$ cat config.mk
export PLATFORM = sky130hd
export DESIGN_NAME = thermo_poll_ctrl
export DESIGN_NICKNAME = d
export VERILOG_FILES = /design/src/rtl/thermo_pkg.sv /design/src/rtl/thermo_decide.sv /design/src/rtl/thermo_sequencer.sv /design/src/rtl/thermo_poll_ctrl.sv
export SDC_FILE = /design/constraint.sdc
export NUM_CORES = 1
export LEC_CHECK = 0
export ABC_CLOCK_PERIOD_IN_PS = 6700
export CAP_MARGIN = 20
export CORE_MARGIN = 3
export CORE_UTILIZATION = 62
export CTS_CLUSTER_SIZE = 12
export DETAILED_ROUTE_END_ITERATION = 10
export PLACE_DENSITY = 0.84
export SETUP_SLACK_MARGIN = 0.5
export SLEW_MARGIN = 15
export SYNTH_ARGS = -nofsm -noshare
export SYNTH_HDL_FRONTEND = slang
export SYNTH_HIERARCHICAL = 1
export SYNTH_SLANG_ARGS = --single-unit
$ cat constraint.sdc
create_clock -name clk -period 6.7 [get_ports clk]
set_input_delay 1.005 -clock clk [delete_from_list [all_inputs] [get_ports clk]]
set_output_delay 1.005 -clock clk [all_outputs]
set_load 0.005 [all_outputs]
$ cat src/rtl/thermo_pkg.sv
`timescale 1ns/1ps
package thermo_pkg;
  typedef logic [7:0] byte_t;

  localparam byte_t CODE_COOL_ON  = 8'h01;
  localparam byte_t CODE_COOL_OFF = 8'h02;
  localparam byte_t CODE_HEAT_ON  = 8'h03;
  localparam byte_t CODE_HEAT_OFF = 8'h04;

  localparam byte_t STAT_IDLE = 8'h00;
  localparam byte_t STAT_COOL = 8'hFE;
  localparam byte_t STAT_HEAT = 8'hFF;

  typedef enum logic [3:0] {
    PH_IDLE, PH_RD_TEMP, PH_CAP_TEMP, PH_RD_SET, PH_CAP_SET,
    PH_RD_STAT, PH_CAP_STAT, PH_EVAL, PH_WR_CMD, PH_WR_STAT
  } phase_e;

  // Setpoint plus band, clamped at the top of the byte range.
  function automatic byte_t upper_limit(byte_t sp, byte_t band);
    logic [8:0] sum;
    sum = {1'b0, sp} + {1'b0, band};
    return sum[8] ? 8'hFF : sum[7:0];
  endfunction

  // Setpoint minus band, clamped at zero.
  function automatic byte_t lower_limit(byte_t sp, byte_t band);
    return (sp < band) ? 8'h00 : byte_t'(sp - band);
  endfunction
endpackage

$ cat src/rtl/thermo_decide.sv
`timescale 1ns/1ps
module thermo_decide
  import thermo_pkg::*;
#(
  parameter int unsigned BAND = 2
) (
  input  byte_t temp,
  input  byte_t setp,
  input  byte_t stat,
  output logic  fire,
  output byte_t code,
  output byte_t next_stat
);
  localparam byte_t BAND_B = byte_t'(BAND);

  byte_t hi_lim, lo_lim;
  logic  too_hot, too_cold, cooled_down, warmed_up;
  logic  is_idle, is_cool, is_heat;

  assign hi_lim      = upper_limit(setp, BAND_B);
  assign lo_lim      = lower_limit(setp, BAND_B);
  assign too_hot     = temp > hi_lim;
  assign too_cold    = temp < lo_lim;
  assign cooled_down = temp <= setp;
  assign warmed_up   = temp >= setp;
  assign is_idle     = stat == STAT_IDLE;
  assign is_cool     = stat == STAT_COOL;
  assign is_heat     = stat == STAT_HEAT;

  always_comb begin
    fire      = 1'b0;
    code      = 8'h00;
    next_stat = stat;
    if (is_idle && too_hot) begin
      fire = 1'b1; code = CODE_COOL_ON;  next_stat = STAT_COOL;
    end else if (is_idle && too_cold) begin
      fire = 1'b1; code = CODE_HEAT_ON;  next_stat = STAT_HEAT;
    end else if (is_cool && cooled_down) begin
      fire = 1'b1; code = CODE_COOL_OFF; next_stat = STAT_IDLE;
    end else if (is_heat && warmed_up) begin
      fire = 1'b1; code = CODE_HEAT_OFF; next_stat = STAT_IDLE;
    end
  end
endmodule

$ cat src/rtl/thermo_sequencer.sv
`timescale 1ns/1ps
module thermo_sequencer
  import thermo_pkg::*;
#(
  parameter int unsigned AW = 16,
  parameter logic [AW-1:0] ADDR_TEMP = 'hFFFF,
  parameter logic [AW-1:0] ADDR_SET  = 'hFFFE,
  parameter logic [AW-1:0] ADDR_CMD  = 'hFFFD,
  parameter logic [AW-1:0] ADDR_STAT = 'h1000
) (
  input  logic          clk,
  input  logic          rst_n,
  input  byte_t         rdata,
  input  logic          fire,
  input  byte_t         code,
  input  byte_t         next_stat,
  output logic          rd,
  output logic          wr,
  output logic [AW-1:0] addr,
  output byte_t         wdata,
  output byte_t         temp_q,
  output byte_t         setp_q,
  output byte_t         stat_q,
  output logic          eval_now
);
  phase_e ph, ph_nx;
  byte_t  code_q, nstat_q;

  always_comb begin
    ph_nx = ph;
    unique case (ph)
      PH_IDLE:     ph_nx = PH_RD_TEMP;
      PH_RD_TEMP:  ph_nx = PH_CAP_TEMP;
      PH_CAP_TEMP: ph_nx = PH_RD_SET;
      PH_RD_SET:   ph_nx = PH_CAP_SET;
      PH_CAP_SET:  ph_nx = PH_RD_STAT;
      PH_RD_STAT:  ph_nx = PH_CAP_STAT;
      PH_CAP_STAT: ph_nx = PH_EVAL;
      PH_EVAL:     ph_nx = fire ? PH_WR_CMD : PH_RD_TEMP;
      PH_WR_CMD:   ph_nx = PH_WR_STAT;
      PH_WR_STAT:  ph_nx = PH_RD_TEMP;
      default:     ph_nx = PH_IDLE;
    endcase
  end

  always_ff @(posedge clk or negedge rst_n) begin
    if (!rst_n) begin
      ph      <= PH_IDLE;
      temp_q  <= '0;
      setp_q  <= '0;
      stat_q  <= '0;
      code_q  <= '0;
      nstat_q <= '0;
    end else begin
      ph <= ph_nx;
      if (ph == PH_CAP_TEMP) temp_q <= rdata;
      if (ph == PH_CAP_SET)  setp_q <= rdata;
      if (ph == PH_CAP_STAT) stat_q <= rdata;
      if (ph == PH_EVAL) begin
        code_q  <= code;
        nstat_q <= next_stat;
      end
    end
  end

  assign eval_now = ph == PH_EVAL;
  assign rd = (ph == PH_RD_TEMP) || (ph == PH_RD_SET) || (ph == PH_RD_STAT);
  assign wr = (ph == PH_WR_CMD) || (ph == PH_WR_STAT);

  always_comb begin
    addr  = '0;
    wdata = '0;
    unique case (ph)
      PH_RD_TEMP: addr = ADDR_TEMP;
      PH_RD_SET:  addr = ADDR_SET;
      PH_RD_STAT: addr = ADDR_STAT;
      PH_WR_CMD:  begin addr = ADDR_CMD;  wdata = code_q;  end
      PH_WR_STAT: begin addr = ADDR_STAT; wdata = nstat_q; end
      default:    addr = '0;
    endcase
  end
endmodule

$ cat src/rtl/thermo_poll_ctrl.sv
`timescale 1ns/1ps
module thermo_poll_ctrl
  import thermo_pkg::*;
#(
  parameter int unsigned AW   = 16,
  parameter int unsigned BAND = 2,
  parameter logic [AW-1:0] ADDR_TEMP = 'hFFFF,
  parameter logic [AW-1:0] ADDR_SET  = 'hFFFE,
  parameter logic [AW-1:0] ADDR_CMD  = 'hFFFD,
  parameter logic [AW-1:0] ADDR_STAT = 'h1000
) (
  input  logic          clk,
  input  logic          rst_n,
  input  logic [7:0]    bus_rdata,
  output logic          bus_rd,
  output logic          bus_wr,
  output logic [AW-1:0] bus_addr,
  output logic [7:0]    bus_wdata
);
  byte_t temp_q, setp_q, stat_q, code, next_stat;
  logic  fire, eval_now;

  thermo_decide #(.BAND(BAND)) u_decide (
    .temp(temp_q), .setp(setp_q), .stat(stat_q),
    .fire(fire), .code(code), .next_stat(next_stat)
  );

  thermo_sequencer #(
    .AW(AW), .ADDR_TEMP(ADDR_TEMP), .ADDR_SET(ADDR_SET),
    .ADDR_CMD(ADDR_CMD), .ADDR_STAT(ADDR_STAT)
  ) u_seq (
    .clk(clk), .rst_n(rst_n), .rdata(bus_rdata),
    .fire(fire), .code(code), .next_stat(next_stat),
    .rd(bus_rd), .wr(bus_wr), .addr(bus_addr), .wdata(bus_wdata),
    .temp_q(temp_q), .setp_q(setp_q), .stat_q(stat_q), .eval_now(eval_now)
  );
endmodule

==> results.md <==
- DRT iter0 DRCs: 182
- # IOs: 36
- Placer Congestion: 0.841
- Most common cell after layout, fill and taps aside: mux2_2
- Cts hold-fix bufs: 0
- Worst path arrival time: 2880 ps
- Syn avg cell area: 10.1 um^2
- Final Skew: 6.16 ps
- CTS tree: built
- Proportion of layout cells with a drive suffix above 1: 0.202
- CTS Buf Count: 5
- All-Layer GR Usage: 0.223
- Leak Pwr: 0.00155 uW
- Final Hold Viols: 0
- Largest net degree at the start of global routing: 45
- Syn-to-layout area delta: 8.82%
- Post-layout util: 0.704
- Sw frac: 0.419
- Sink Count: 44
- Final setup fails: 0
- Slew headroom: 0.361
- Most frequent cells in the layout: mux2_2 (49), dfrtp_1 (44), clkdlybuf4s50_1 (34)
- Clk_lat worst skew: 290 ps
- Mapped Cells: 332
- Site row count: 26
- Global route overflow: 0
- Vias in the first global route: 2359
- Post_cts resized: 0
- Die height: 79.5 um
- Met3 Use GR: 0.0305
- Post-DP HPWL: 4.81 mm
- Peak VDD IR: 249 uV
- CP Data Required Time: 5690 ps
- Met1 Resource Use GR: 0.310
- Clk buf depth: 2
- Clk slew on worst S/H paths: 80 ps
- Initial DRT Pass Iterations: 5
- Total Neg Setup Slack: 0 ps
- Slew Viols, Final: 0
- First-pass GRT wire length: 11.2 mm
- PwrDens: 512 mW/mm^2
- NetSw: 781 uW
- Power share of the combinational group: 0.587
- Worst Max-Slew Pin Slew: 958 ps
- Antenna viol nets, final: 0
- Outcome: complete, no violations
- Crit start category: register
- F_max: 258 MHz
- Yosys warns: 6
- Reg2reg path depth: 11
- Cell Int Power: 1080 uW
- # port buffers: 35
- Clock network power share: 0.092
- Max Cap Viol: 0
- Die width: 79.5 um
- Core Footprint: 0.00517 mm^2
- Setup Buffers After CTS: 0
- Vias: 2523
- Hold Crit Depth: 1
- Initial antenna violation count: 0
- Initial Utilization: 0.647
- Cell Area, Synth: 0.00335 mm^2
- Nets: 376
- Sequential Power Share: 0.321
- Crit Path Class: register to primary output
- Vias per inst: 6.12
- DRT Wirelength: 6.57 mm
- CP endpoint kind: primary output
- DR WL/cell: 16.0 um
- Critical path peak fanout: 20
- Worst Hold Class: register to register
- Tcrit/Tclk final: 0.579
- Die footprint: 0.00632 mm^2
- Root Driver: clkbuf_8
- H-tree depth: 2
- Antenna diodes: 0
- Layer with the highest usage: met2
- Remaining routing DRC violations: 0
- Met2 GRT Util: 0.362
- Crit path time final: 3880 ps
- RSZ-0062 raised after global routing: no
## final timing paths
| check | endpoint | slack [ps] | start |
|---|---|---|---|
| setup / recovery | bus_addr[6] | 2820 | u_seq/ph[0]$_DFF_PN0_ |
| hold / removal | u_seq/nstat_q[4]$_DFFE_PN0N_ | 510 | u_seq/nstat_q[4]$_DFFE_PN0N_ |
| setup reg to reg | u_seq/ph[0]$_DFF_PN0_ | 3470 | u_seq/setp_q[3]$_DFFE_PN0P_ |
| hold reg to reg | u_seq/nstat_q[4]$_DFFE_PN0N_ | 510 | u_seq/nstat_q[4]$_DFFE_PN0N_ |
| max in group asynchronous | u_seq/stat_q[2]$_DFFE_PN0P_ | 5250 | rst_n |
| min in group asynchronous | u_seq/ph[2]$_DFF_PN0_ | 850 | rst_n |
## power groups by stage
stage / combinational [uW] / sequential [uW] / clock, uW
after CTS: 1090 / 594 / 178
after global placement: 1040 / 590 / 0
after detailed placement: 1080 / 599 / 0
after floorplan: 969 / 482 / 0
final: 1090 / 598 / 172
after global routing: 1220 / 623 / 190
## per-stage QoR
step	setup slack, ps	hold WS (ps)	total power (uW)	instance area [um^2]	std cells
CTS	2760	512	1860	3640	412
finish	2820	512	1860	3640	412
global route	2610	522	2040	3640	412
floorplan	3780	475	1450	3360	336
global placement	3180	488	1630	3550	404
detailed placement	3100	494	1680	3550	404
## flip-flops by register name, indices dropped and copies added (netlist names)
register and flops:
u_seq/code_q 8, u_seq/nstat_q 8, u_seq/ph 4, u_seq/setp_q 8, u_seq/stat_q 8, u_seq/temp_q 8
## metal layers
metal  vias up  wire (um)  part of all wire
met3         6        330             0.050
met5         -          0                 0
li1       1205          -                 -
met1      1241       3040              0.46
met2        71       3150              0.48
met4         0         51            0.0078
## final cells by class
cell class | count | area, um^2
sequential | 44 | 1100
fill | 382 | 1530
clock inverter | 1 | 7.51
multi-input combinational | 245 | 1980
inverter | 10 | 37.5
clock buffer | 7 | 86.3
tap | 70 | 87.6
timing repair buffer | 35 | 345
## worst max-delay path, stage by stage, from the launching register on
cell and delay [ps]:
dfrtp_1 730, or3b_2 600, a21oi_1 600, clkdlybuf4s50_1 640
Note: power is estimated with default switching activity, not from simulation.
